`config.mk`:
```
export PLATFORM = sky130hd
export DESIGN_NAME = lin16_linearizer
export DESIGN_NICKNAME = d
export VERILOG_FILES = /design/src/rtl/lin16_pkg.sv /design/src/rtl/lin16_ea_decode.sv /design/src/rtl/lin16_limit_chk.sv /design/src/rtl/lin16_base_add.sv /design/src/rtl/lin16_linearizer.sv
export SDC_FILE = /design/constraint.sdc
export NUM_CORES = 1
export LEC_CHECK = 0
export ABC_CLOCK_PERIOD_IN_PS = 8800
export BUFFER_PORTS_ARGS = -buffer_cell sky130_fd_sc_hd__buf_2
export CORE_ASPECT_RATIO = 1.4
export CORE_MARGIN = 1.5
export CORE_UTILIZATION = 30
export DETAILED_ROUTE_END_ITERATION = 8
export PLACE_DENSITY = 0.54
export SETUP_SLACK_MARGIN = 0.4
export SYNTH_ARGS = -nofsm -noshare
export SYNTH_HDL_FRONTEND = slang
export SYNTH_HIERARCHICAL = 1
export SYNTH_SLANG_ARGS = --single-unit
```
`constraint.sdc`:
```
create_clock -name clk -period 8.8 [get_ports clk]
set_input_delay 0.44 -clock clk [delete_from_list [all_inputs] [get_ports clk]]
set_output_delay 0.44 -clock clk [all_outputs]
set_load 0.005 [all_outputs]
```
`src/rtl/lin16_pkg.sv`:
```
`timescale 1ns/1ps
package lin16_pkg;

  // Code of the register that decides the default segment.
  typedef enum logic [2:0] {
    SRC_NONE = 3'd0,
    SRC_BX   = 3'd1,
    SRC_BP   = 3'd2,
    SRC_SI   = 3'd3,
    SRC_DI   = 3'd4
  } seg_src_e;

  localparam int SRC_W = 3;

  // First register of the 16-bit pair table.
  function automatic seg_src_e pair_first(input logic [2:0] rm);
    case (rm)
      3'd0, 3'd1, 3'd7: pair_first = SRC_BX;
      3'd2, 3'd3, 3'd6: pair_first = SRC_BP;
      3'd4:             pair_first = SRC_SI;
      default:          pair_first = SRC_DI;
    endcase
  endfunction

  // Second register of the pair table; absent in the upper half.
  function automatic seg_src_e pair_second(input logic [2:0] rm);
    if (rm[2])      pair_second = SRC_NONE;
    else if (rm[0]) pair_second = SRC_DI;
    else            pair_second = SRC_SI;
  endfunction

endpackage

```
`src/rtl/lin16_ea_decode.sv`:
```
`timescale 1ns/1ps
module lin16_ea_decode
  import lin16_pkg::*;
#(
  parameter int AW = 16
) (
  input  logic [1:0]    addr_mod,
  input  logic [2:0]    addr_rm,
  input  logic [AW-1:0] disp,
  input  logic [AW-1:0] reg_bx,
  input  logic [AW-1:0] reg_bp,
  input  logic [AW-1:0] reg_si,
  input  logic [AW-1:0] reg_di,
  output logic [AW-1:0] ea,
  output seg_src_e      first_src,
  output logic          reg_form
);

  localparam int NSLOT = 2;

  function automatic logic [AW-1:0] reg_value(
    input seg_src_e src,
    input logic [AW-1:0] bx, input logic [AW-1:0] bp,
    input logic [AW-1:0] si, input logic [AW-1:0] di);
    case (src)
      SRC_BX:  reg_value = bx;
      SRC_BP:  reg_value = bp;
      SRC_SI:  reg_value = si;
      SRC_DI:  reg_value = di;
      default: reg_value = '0;
    endcase
  endfunction

  function automatic logic [AW-1:0] wrap_sum3(
    input logic [AW-1:0] a, input logic [AW-1:0] b, input logic [AW-1:0] c);
    wrap_sum3 = a + b + c;
  endfunction

  logic          disp_only;
  logic          use_disp;
  seg_src_e      slot_src [NSLOT];
  logic [AW-1:0] slot_val [NSLOT];

  assign disp_only = (addr_mod == 2'd0) && (addr_rm == 3'd6);
  assign use_disp  = (addr_mod != 2'd0) || disp_only;
  assign reg_form  = (addr_mod == 2'd3);

  for (genvar s = 0; s < NSLOT; s++) begin : g_slot
    if (s == 0) begin : g_first
      assign slot_src[s] = disp_only ? SRC_NONE : pair_first(addr_rm);
    end else begin : g_second
      assign slot_src[s] = disp_only ? SRC_NONE : pair_second(addr_rm);
    end
    assign slot_val[s] = reg_value(slot_src[s], reg_bx, reg_bp, reg_si, reg_di);
  end

  assign first_src = slot_src[0];
  assign ea = wrap_sum3(slot_val[0], slot_val[1], use_disp ? disp : '0);

endmodule

```
`src/rtl/lin16_limit_chk.sv`:
```
`timescale 1ns/1ps
module lin16_limit_chk #(
  parameter int AW      = 16,
  parameter int LIM_W   = 20,
  parameter int GRAN_SH = 12
) (
  input  logic [AW-1:0]    ea,
  input  logic [LIM_W-1:0] limit_raw,
  input  logic             gran,
  output logic             over
);

  localparam int CW = LIM_W + GRAN_SH;

  function automatic logic [CW-1:0] expand_limit(
    input logic [LIM_W-1:0] raw, input logic g);
    if (g) expand_limit = {raw, {GRAN_SH{1'b1}}};
    else   expand_limit = {{GRAN_SH{1'b0}}, raw};
  endfunction

  logic [CW-1:0] eff_limit;
  logic [CW-1:0] ea_wide;

  assign eff_limit = expand_limit(limit_raw, gran);
  assign ea_wide   = CW'(ea);
  assign over      = ea_wide > eff_limit;

endmodule

```
`src/rtl/lin16_base_add.sv`:
```
`timescale 1ns/1ps
module lin16_base_add #(
  parameter int AW     = 16,
  parameter int LIN_W  = 32,
  parameter int SEL_W  = 16,
  parameter int SHIFT  = 4,
  parameter int WRAP_W = 20
) (
  input  logic [AW-1:0]    ea,
  input  logic [LIN_W-1:0] seg_base,
  input  logic [SEL_W-1:0] seg_sel,
  input  logic             shift_mode,
  output logic [LIN_W-1:0] lin
);

  function automatic logic [WRAP_W-1:0] shifted_sum(
    input logic [SEL_W-1:0] sel, input logic [AW-1:0] off);
    logic [WRAP_W-1:0] b;
    b = WRAP_W'({sel, {SHIFT{1'b0}}});
    shifted_sum = b + WRAP_W'(off);
  endfunction

  function automatic logic [LIN_W-1:0] based_sum(
    input logic [LIN_W-1:0] base, input logic [AW-1:0] off);
    based_sum = base + LIN_W'(off);
  endfunction

  logic [WRAP_W-1:0] lin_shift;
  logic [LIN_W-1:0]  lin_based;

  assign lin_shift = shifted_sum(seg_sel, ea);
  assign lin_based = based_sum(seg_base, ea);
  assign lin       = shift_mode ? LIN_W'(lin_shift) : lin_based;

endmodule

```
`src/rtl/lin16_linearizer.sv`:
```
`timescale 1ns/1ps
module lin16_linearizer
  import lin16_pkg::*;
#(
  parameter int AW      = 16,
  parameter int LIN_W   = 32,
  parameter int SEL_W   = 16,
  parameter int LIM_W   = 20,
  parameter int GRAN_SH = 12,
  parameter int SHIFT   = 4,
  parameter int WRAP_W  = 20
) (
  input  logic             clk,
  input  logic             rst_n,
  input  logic             in_valid,
  input  logic [1:0]       addr_mod,
  input  logic [2:0]       addr_rm,
  input  logic [AW-1:0]    disp,
  input  logic [AW-1:0]    reg_bx,
  input  logic [AW-1:0]    reg_bp,
  input  logic [AW-1:0]    reg_si,
  input  logic [AW-1:0]    reg_di,
  input  logic [SEL_W-1:0] seg_sel,
  input  logic [LIN_W-1:0] seg_base,
  input  logic [LIM_W-1:0] seg_limit,
  input  logic             seg_gran,
  input  logic             prot_mode,
  input  logic             v86_mode,
  output logic             out_valid,
  output logic [LIN_W-1:0] lin_addr,
  output logic             fault,
  output logic [SRC_W-1:0] seg_src
);

  // Named internal events.
  logic [AW-1:0]    ea_w;
  seg_src_e         src_w;
  logic             regform_w;
  logic             over_w;
  logic             prot_path_w;
  logic             null_sel_w;
  logic             fault_w;
  logic [LIN_W-1:0] lin_w;

  lin16_ea_decode #(.AW(AW)) u_dec (
    .addr_mod  (addr_mod),
    .addr_rm   (addr_rm),
    .disp      (disp),
    .reg_bx    (reg_bx),
    .reg_bp    (reg_bp),
    .reg_si    (reg_si),
    .reg_di    (reg_di),
    .ea        (ea_w),
    .first_src (src_w),
    .reg_form  (regform_w)
  );

  lin16_limit_chk #(.AW(AW), .LIM_W(LIM_W), .GRAN_SH(GRAN_SH)) u_lim (
    .ea        (ea_w),
    .limit_raw (seg_limit),
    .gran      (seg_gran),
    .over      (over_w)
  );

  lin16_base_add #(.AW(AW), .LIN_W(LIN_W), .SEL_W(SEL_W),
                   .SHIFT(SHIFT), .WRAP_W(WRAP_W)) u_add (
    .ea         (ea_w),
    .seg_base   (seg_base),
    .seg_sel    (seg_sel),
    .shift_mode (~prot_path_w),
    .lin        (lin_w)
  );

  assign prot_path_w = prot_mode & ~v86_mode;
  assign null_sel_w  = (seg_sel[SEL_W-1:2] == '0);
  assign fault_w     = regform_w | (prot_path_w & (null_sel_w | over_w));

  always_ff @(posedge clk) begin
    if (!rst_n) begin
      out_valid <= 1'b0;
      lin_addr  <= '0;
      fault     <= 1'b0;
      seg_src   <= '0;
    end else begin
      out_valid <= in_valid;
      if (in_valid) begin
        fault    <= fault_w;
        lin_addr <= fault_w ? '1 : lin_w;
        seg_src  <= src_w;
      end
    end
  end

endmodule

```
Yosys cells after proc, flatten, opt, wreduce, memory -nomap -nowiden
Index checks and enable logic that the tools add are counted.
Operators by class
  reductions and logical operators: 8
  $add $sub $neg: 4
  equal/unequal tests: 15
  multiplexer cells: 11
  $lt $le $gt $ge: 1
  bitwise gates (word level): 5
Operator list (number)
  case mux 16 bit (4 select lines): 2
  2-to-1 mux 32 bit: 3
  adder 16 bit: 2
  adder 32 x 16 -> 32 bit: 1
  greater-than comparator 16 x 32 -> 1 bit: 1
  adder 20 x 16 -> 20 bit: 1
  == test 3 x 2 -> 1 bit (second input constant): 6
  2-to-1 mux 16 bit: 1
  == test 3 bit (second input constant): 5
  zero test 14 bit: 1
  2-to-1 mux 3 bit: 4
  == test 3 x 1 -> 1 bit (second input constant): 3
  case mux 3 bit (3 select lines): 1
  OR reduction 3 bit: 2
  zero test 3 bit: 1
  AND 1 bit: 2
  == test 2 bit (second input constant): 1
  zero test 2 bit: 1
  OR 1 bit: 2
  nonzero test 2 bit: 1
  logical AND 1 bit: 1
  logical OR 1 bit: 1
  NOT 1 bit: 1
Word-level totals
  register bits: 37
  output and inout bits: 37

Logic depth before layout (Yosys ltp)
  depth after elaboration: 13
  depth in mapped cells: 28
  gate-level depth less buffers: 25

By module
Netlist, hierarchy kept.
By module, submodules not included
  lin16_ea_decode: instances 1, area an instance 2043.2 um^2, cells each 261, sequential area each 0.0 um^2
  lin16_base_add: instances 1, area an instance 1991.9 um^2, cells each 288, sequential area each 0.0 um^2
  lin16_linearizer: instances 1, area an instance 1800.5 um^2, cells each 170, sequential area each 740.7 um^2
  lin16_limit_chk: instances 1, area an instance 481.7 um^2, cells each 66, sequential area each 0.0 um^2

Least setup slack after synthesis
No wires, ideal clock.
  path type: input -> register
  from: input port addr_rm[1]
  to: register lin_addr[31]
  cell stages on the path: 27
  data arrival time: 5569 ps
  slack: 3110 ps
  cells stage by stage: buf_6 -> buf_2 -> mux2_2 -> a22o_1 -> a22o_1 -> a21oi_1 -> fa_1 -> inv_1 -> ha_1 -> inv_1 -> fa_1 -> nor2b_1 -> o21a_1 -> o21ai_1 -> a21oi_1 -> a41oi_1 -> xnor2_1 -> ha_1 -> and3_1 -> nand2_2 -> nor3_2 -> o21ai_2 -> a211oi_4 -> and3_1 -> mux2_1 -> nor3_1 -> a21oi_1
On the way
  elaborated cells on any way between the ends: 34
  classes of those cells: add/sub (3); order compare (1); eq/ne (14); mux (8); bitwise (3); reduce/logical (5)
RTL lines
  start: declaration: RTL line lin16_linearizer.sv:17  | input logic [2:0] addr_rm,
  == test 3 x 2 -> 1 bit (tied with other cells): RTL line lin16_pkg.sv:17  | case (rm)
  OR reduction 3 bit: RTL line lin16_pkg.sv:17
  case mux 3 bit (3 select lines): RTL line lin16_pkg.sv:17
  2-to-1 mux 3 bit: RTL line lin16_ea_decode.sv:50  | assign slot_src[s] = disp_only ? SRC_NONE : pair_first(addr_rm);
  == test 3 bit (tied with other cells): RTL line lin16_ea_decode.sv:25  | case (src)
  case mux 16 bit (4 select lines): RTL line lin16_ea_decode.sv:25
  adder 16 bit: RTL line lin16_ea_decode.sv:36  | wrap_sum3 = a + b + c;
  adder 16 bit *: RTL line lin16_ea_decode.sv:36
  net ea_w[15]: RTL line lin16_linearizer.sv:36  | logic [AW-1:0] ea_w;
  adder 32 x 16 -> 32 bit *: RTL line lin16_base_add.sv:25  | based_sum = base + LIN_W'(off);
  2-to-1 mux 32 bit *: RTL line lin16_base_add.sv:33  | assign lin = shift_mode ? LIN_W'(lin_shift) : lin_based;
  net lin_w[31]: RTL line lin16_linearizer.sv:43  | logic [LIN_W-1:0] lin_w;
  2-to-1 mux 32 bit *: RTL line lin16_linearizer.sv:88  | lin_addr <= fault_w ? '1 : lin_w;
  end signal: assignment: RTL line lin16_linearizer.sv:88
  end: declaration: RTL line lin16_linearizer.sv:30  | output logic [LIN_W-1:0] lin_addr,
Mark *: on every way through the listed nets, which the timed path passes. The rest lies on a longest branch.
A chain may end at the register's enable or synchronous reset.

Worst setup path after layout
  from: input port addr_rm[0]
  to: register lin_addr[24]
On the way
  cells in the longest elaborated chain, start to end: 13
  elaborated cells on any way between the ends: 36
  classes of those cells: add/sub (3); order compare (1); eq/ne (14); mux (10); bitwise (3); reduce/logical (5)
Ends and longest elaborated chain
  == test 3 x 2 -> 1 bit (tied with other cells): RTL line lin16_pkg.sv:17
  OR reduction 3 bit: RTL line lin16_pkg.sv:17
  case mux 3 bit (3 select lines): RTL line lin16_pkg.sv:17
  2-to-1 mux 3 bit: RTL line lin16_ea_decode.sv:50
  == test 3 bit (tied with other cells): RTL line lin16_ea_decode.sv:25
  case mux 16 bit (4 select lines): RTL line lin16_ea_decode.sv:25
  adder 16 bit: RTL line lin16_ea_decode.sv:36
  adder 16 bit *: RTL line lin16_ea_decode.sv:36
  net ea_w[15]: RTL line lin16_linearizer.sv:36
  greater-than comparator 16 x 32 -> 1 bit *: RTL line lin16_limit_chk.sv:26  | assign over = ea_wide > eff_limit;
  net over_w: RTL line lin16_linearizer.sv:39  | logic over_w;
  OR 1 bit *: RTL line lin16_linearizer.sv:76  | assign fault_w = regform_w | (prot_path_w & (null_sel_w | over_w));
  AND 1 bit *: RTL line lin16_linearizer.sv:76
  OR 1 bit *: RTL line lin16_linearizer.sv:76
  2-to-1 mux 32 bit *: RTL line lin16_linearizer.sv:88
Marks and branches as above.

==> results_dict.tcl <==
set metrics [dict create \
    boundaryPins 196 \
    maxCapViolCount 0 \
    cts_buffers 5 \
    h-tree-depth 2 \
    drc 0 \
    cp_data_required_time_ns 9.01 \
    synth_top_cell_by_area "dfxtp_1" \
    final_cells 1204 \
    rsz0062_at_grt "false" \
    rows 62 \
    grt_pass1_wl_um 30600 \
    critPathTopFamily "simple AND/OR/NAND/NOR gates" \
    hpwl_um 16000 \
    synthTopCellsByCount "a21oi_1, ha_1, nand2_1" \
    reg2reg_slack_ns 8.10 \
    ys_warn_count 6 \
    ys.flop_type "dfxtp_1" \
    cpPeakStageDelay_ns 0.90 \
    syn-cell-area_um2 6320 \
    overflow 0 \
    critPathBufInv 4 \
    nets 1180 \
    start_util_pct 30.7 \
    post_cts_buffers 0 \
    clock_latency_ns 0.28 \
    yosysSeqAreaShare_pct 11.7 \
    timing.final.crit_share_pct 74.0 \
    cts-resized-gates 0 \
    yosysMostFrequentCell "a21oi_1" \
    critPathLaunch "addr_rm[0]" \
    drtAntennaViolNets 0 \
    swShare_pct 48.8 \
    power.total_mw 1.62 \
    r2r-end "lin_addr[8]$_SDFFE_PN0P_" \
    globalplace.congestion 0.889 \
    finalSetupViolCount 0 \
    drive_above_1_share_pct 34.1 \
    totalWireLength_um 19300 \
    portBuffers 195 \
    synth_top_area_share_pct 11.7 \
    cts.sinks 37 \
    hold_end "seg_src[2]$_SDFFE_PN0P_" \
    share_comb_of_total_power_pct 76.5 \
    p_int_mw 0.829 \
    fmaxAchievable_mhz 154 \
    pwr_density_cell_nw_per_um2 214 \
    slowest_stage "nor2_1" \
    reg2reg_depth 2 \
    syn_area_per_cell_um2 8.05 \
    crit_chain "buf_2 > buf_4 > nor2_1 > a22o_1 > a22o_1 > a21oi_1 > fa_1 > inv_1 > ha_1 > inv_1 > fa_1 > nor2b_1 > o21a_1 > o21ai_1 > a21oi_1 > a41oi_1 > xnor2_1 > ha_1 > nand4_1 > a2111oi_0 > o31a_2 > and3b_2 > nor3_1 > a21oi_2" \
    min_path_cells 2 \
    skew_ns 0 \
    cts_tree "done" \
    reg2reg_from "lin_addr[8]$_SDFFE_PN0P_" \
    worstPathMaxFanout 37 \
    start_kind "input port" \
    grt_pass1_vias 6170 \
    slew_viol_final 0 \
    hp-start "seg_src[2]$_SDFFE_PN0P_" \
    worst_pin_slew_ns 1.11 \
    grt_start_max_net_pins 53 \
    num_vias 6221 \
    clk_pin_slew_ns 0.06 \
    syn-instance-count 785 \
    syn2layout_area_growth_pct 19.4 \
    synth_edf_count 0 \
    clkPwrFrac_pct 11.0 \
    maxSlewHeadroom_pct 25.5 \
    routedWlPerCell_um 16.0 \
    ctsHoldBuffers 0 \
    worstSetupPathType "in -> reg" \
    outcome "finished clean" \
    clock_path_buffers 2 \
    hp-class "reg -> reg" \
    async_flop_share_pct 0 \
    switching_power_mw 0.789 \
    syn_nets 1020 \
    p_leak_nw 3.57 \
    tns_ns 0 \
    core_area_um2 20600 \
    drt_iter0_drc 260 \
    pwr-share-seq_pct 12.5 \
    firstDrtPassIters 6 \
    track_usage_pct 17.1 \
    timing_hold_violations_final 0 \
    synthTopCellsByArea "dfxtp_1, ha_1, fa_1" \
    antenna_found_initial 4 \
    crit_path_end_kind "flop" \
    netlist-cell-type-count 69 \
    arrival_ns 6.73 \
    via_per_inst 5.17 \
    dp_cells 1194 \
    cts-root-buf "clkbuf_16" \
    irDropWorstVdd_mv 0.0847 \
    fp.dieW_um 126 \
    die_height_um 175 \
    synth-seq-cells 37 \
    min_period_ns 6.51 \
    dieArea_um2 21900 \
]
[final cells by class]
class                   instances  area (µm²)
fillers                      2203       13000
well taps                     256         320
clock buffers                   5         125
inverters                      40         150
flip-flops and latches         37         741
clock inverters                 3        17.5
repair buffers                198         998
multi-input cells             663        5190
diodes                          2        5.00
[layout by cell type, fill, tap and decap left out, drive strengths merged, types with 3 or more instances in the layout]
cell     synthesis  final
xor2            12     12
a22o            30     30
o21bai           8      8
ha              58     58
nor2            36     36
nor2b           10     10
a21o            19     19
nand2           60     60
nand3           10     10
inv             40     40
nand2b           7      7
a31o             6      6
nand4           16     16
or2             16     16
a31oi           10     10
a21oi           92     92
and3            10     10
buf             23    198
dfxtp           37     37
o22ai            3      3
nor3b            3      3
clkbuf          22      5
mux2            21     21
and2            10     10
mux2i           25     25
a211oi           8      8
fa              18     18
nor3            38     38
o21ai           68     68
xnor2           31     31
nor4             8      8
o21a             3      3
a22oi            3      3
a2111oi          4      4
[sequential cells by signal, summed over array words and instances (netlist names)]
| name | count |
|---|---|
| fault | 1 |
| lin_addr | 32 |
| seg_src | 3 |
| out_valid | 1 |
[logic make-up (layout without fill, tap and decap cells)]
family / after synthesis / in the layout / share of synthesized area (%)
buffers and inverters: 85 / 246 / 6.22
other: 0 / 2 / 0
XOR/XNOR: 43 / 43 / 5.96
flip-flops: 37 / 37 / 11.7
AND/OR/NAND/NOR: 231 / 231 / 22.0
multiplexers: 46 / 46 / 7.82
AO/OA/AOI/OAI: 267 / 267 / 29.0
adder cells (fa/ha/maj): 76 / 76 / 17.2
[power groups by stage]
stage	clock network, mW	registers (mW)	logic, mW
final	0.178	0.202	1.24
after global routing	0.188	0.204	1.38
after CTS	0.184	0.202	1.25
after detailed placement	0	0.206	1.24
after global placement	0	0.206	1.23
after floorplan	0	0.207	0.951
[worst min-delay path: cells and delay by family (launching register included)]
kind / cells / cell delay, ns
multiplexers: 1 / 0.06
flip-flops: 1 / 0.32
AND/OR/NAND/NOR: 1 / 0.09
[per-stage QoR]
| step | hold slack [ns] | instance area, µm² | setup WS [ns] | util (%) |
|---|---|---|---|---|
| finish | 0.515 | 7540 | 2.29 | 36.7 |
| detailed placement | 0.507 | 7400 | 1.93 | 36.0 |
| global placement | 0.496 | 7400 | 2.08 | 36.0 |
| floorplan | 0.507 | 6320 | 3.11 | - |
| CTS | 0.525 | 7540 | 2.24 | 36.7 |
| global route | 0.544 | 7540 | 1.61 | 36.7 |
[worst max path at each step]
stage                           endpoint  depth (start not counted)  slack (ns)
2_1_floorplan  lin_addr[31]$_SDFFE_PN0P_                         27        3.11
3_3_place_gp   lin_addr[24]$_SDFFE_PN0P_                         24        2.08
3_5_place_dp   lin_addr[24]$_SDFFE_PN0P_                         24        1.93
4_1_cts        lin_addr[24]$_SDFFE_PN0P_                         24        2.24
5_1_grt        lin_addr[31]$_SDFFE_PN0P_                         24        1.61
6_report       lin_addr[24]$_SDFFE_PN0P_                         24        2.29
[per-layer routing]
layer	vias up	global-route usage, %	part of all wire (%)
met5	-	0	0.14
met4	4	6.63	3.6
met3	31	2.24	4.5
met2	185	31.5	50
met1	2804	19.8	41
li1	3197	-	-
Note: power is estimated with default switching activity, not from simulation.
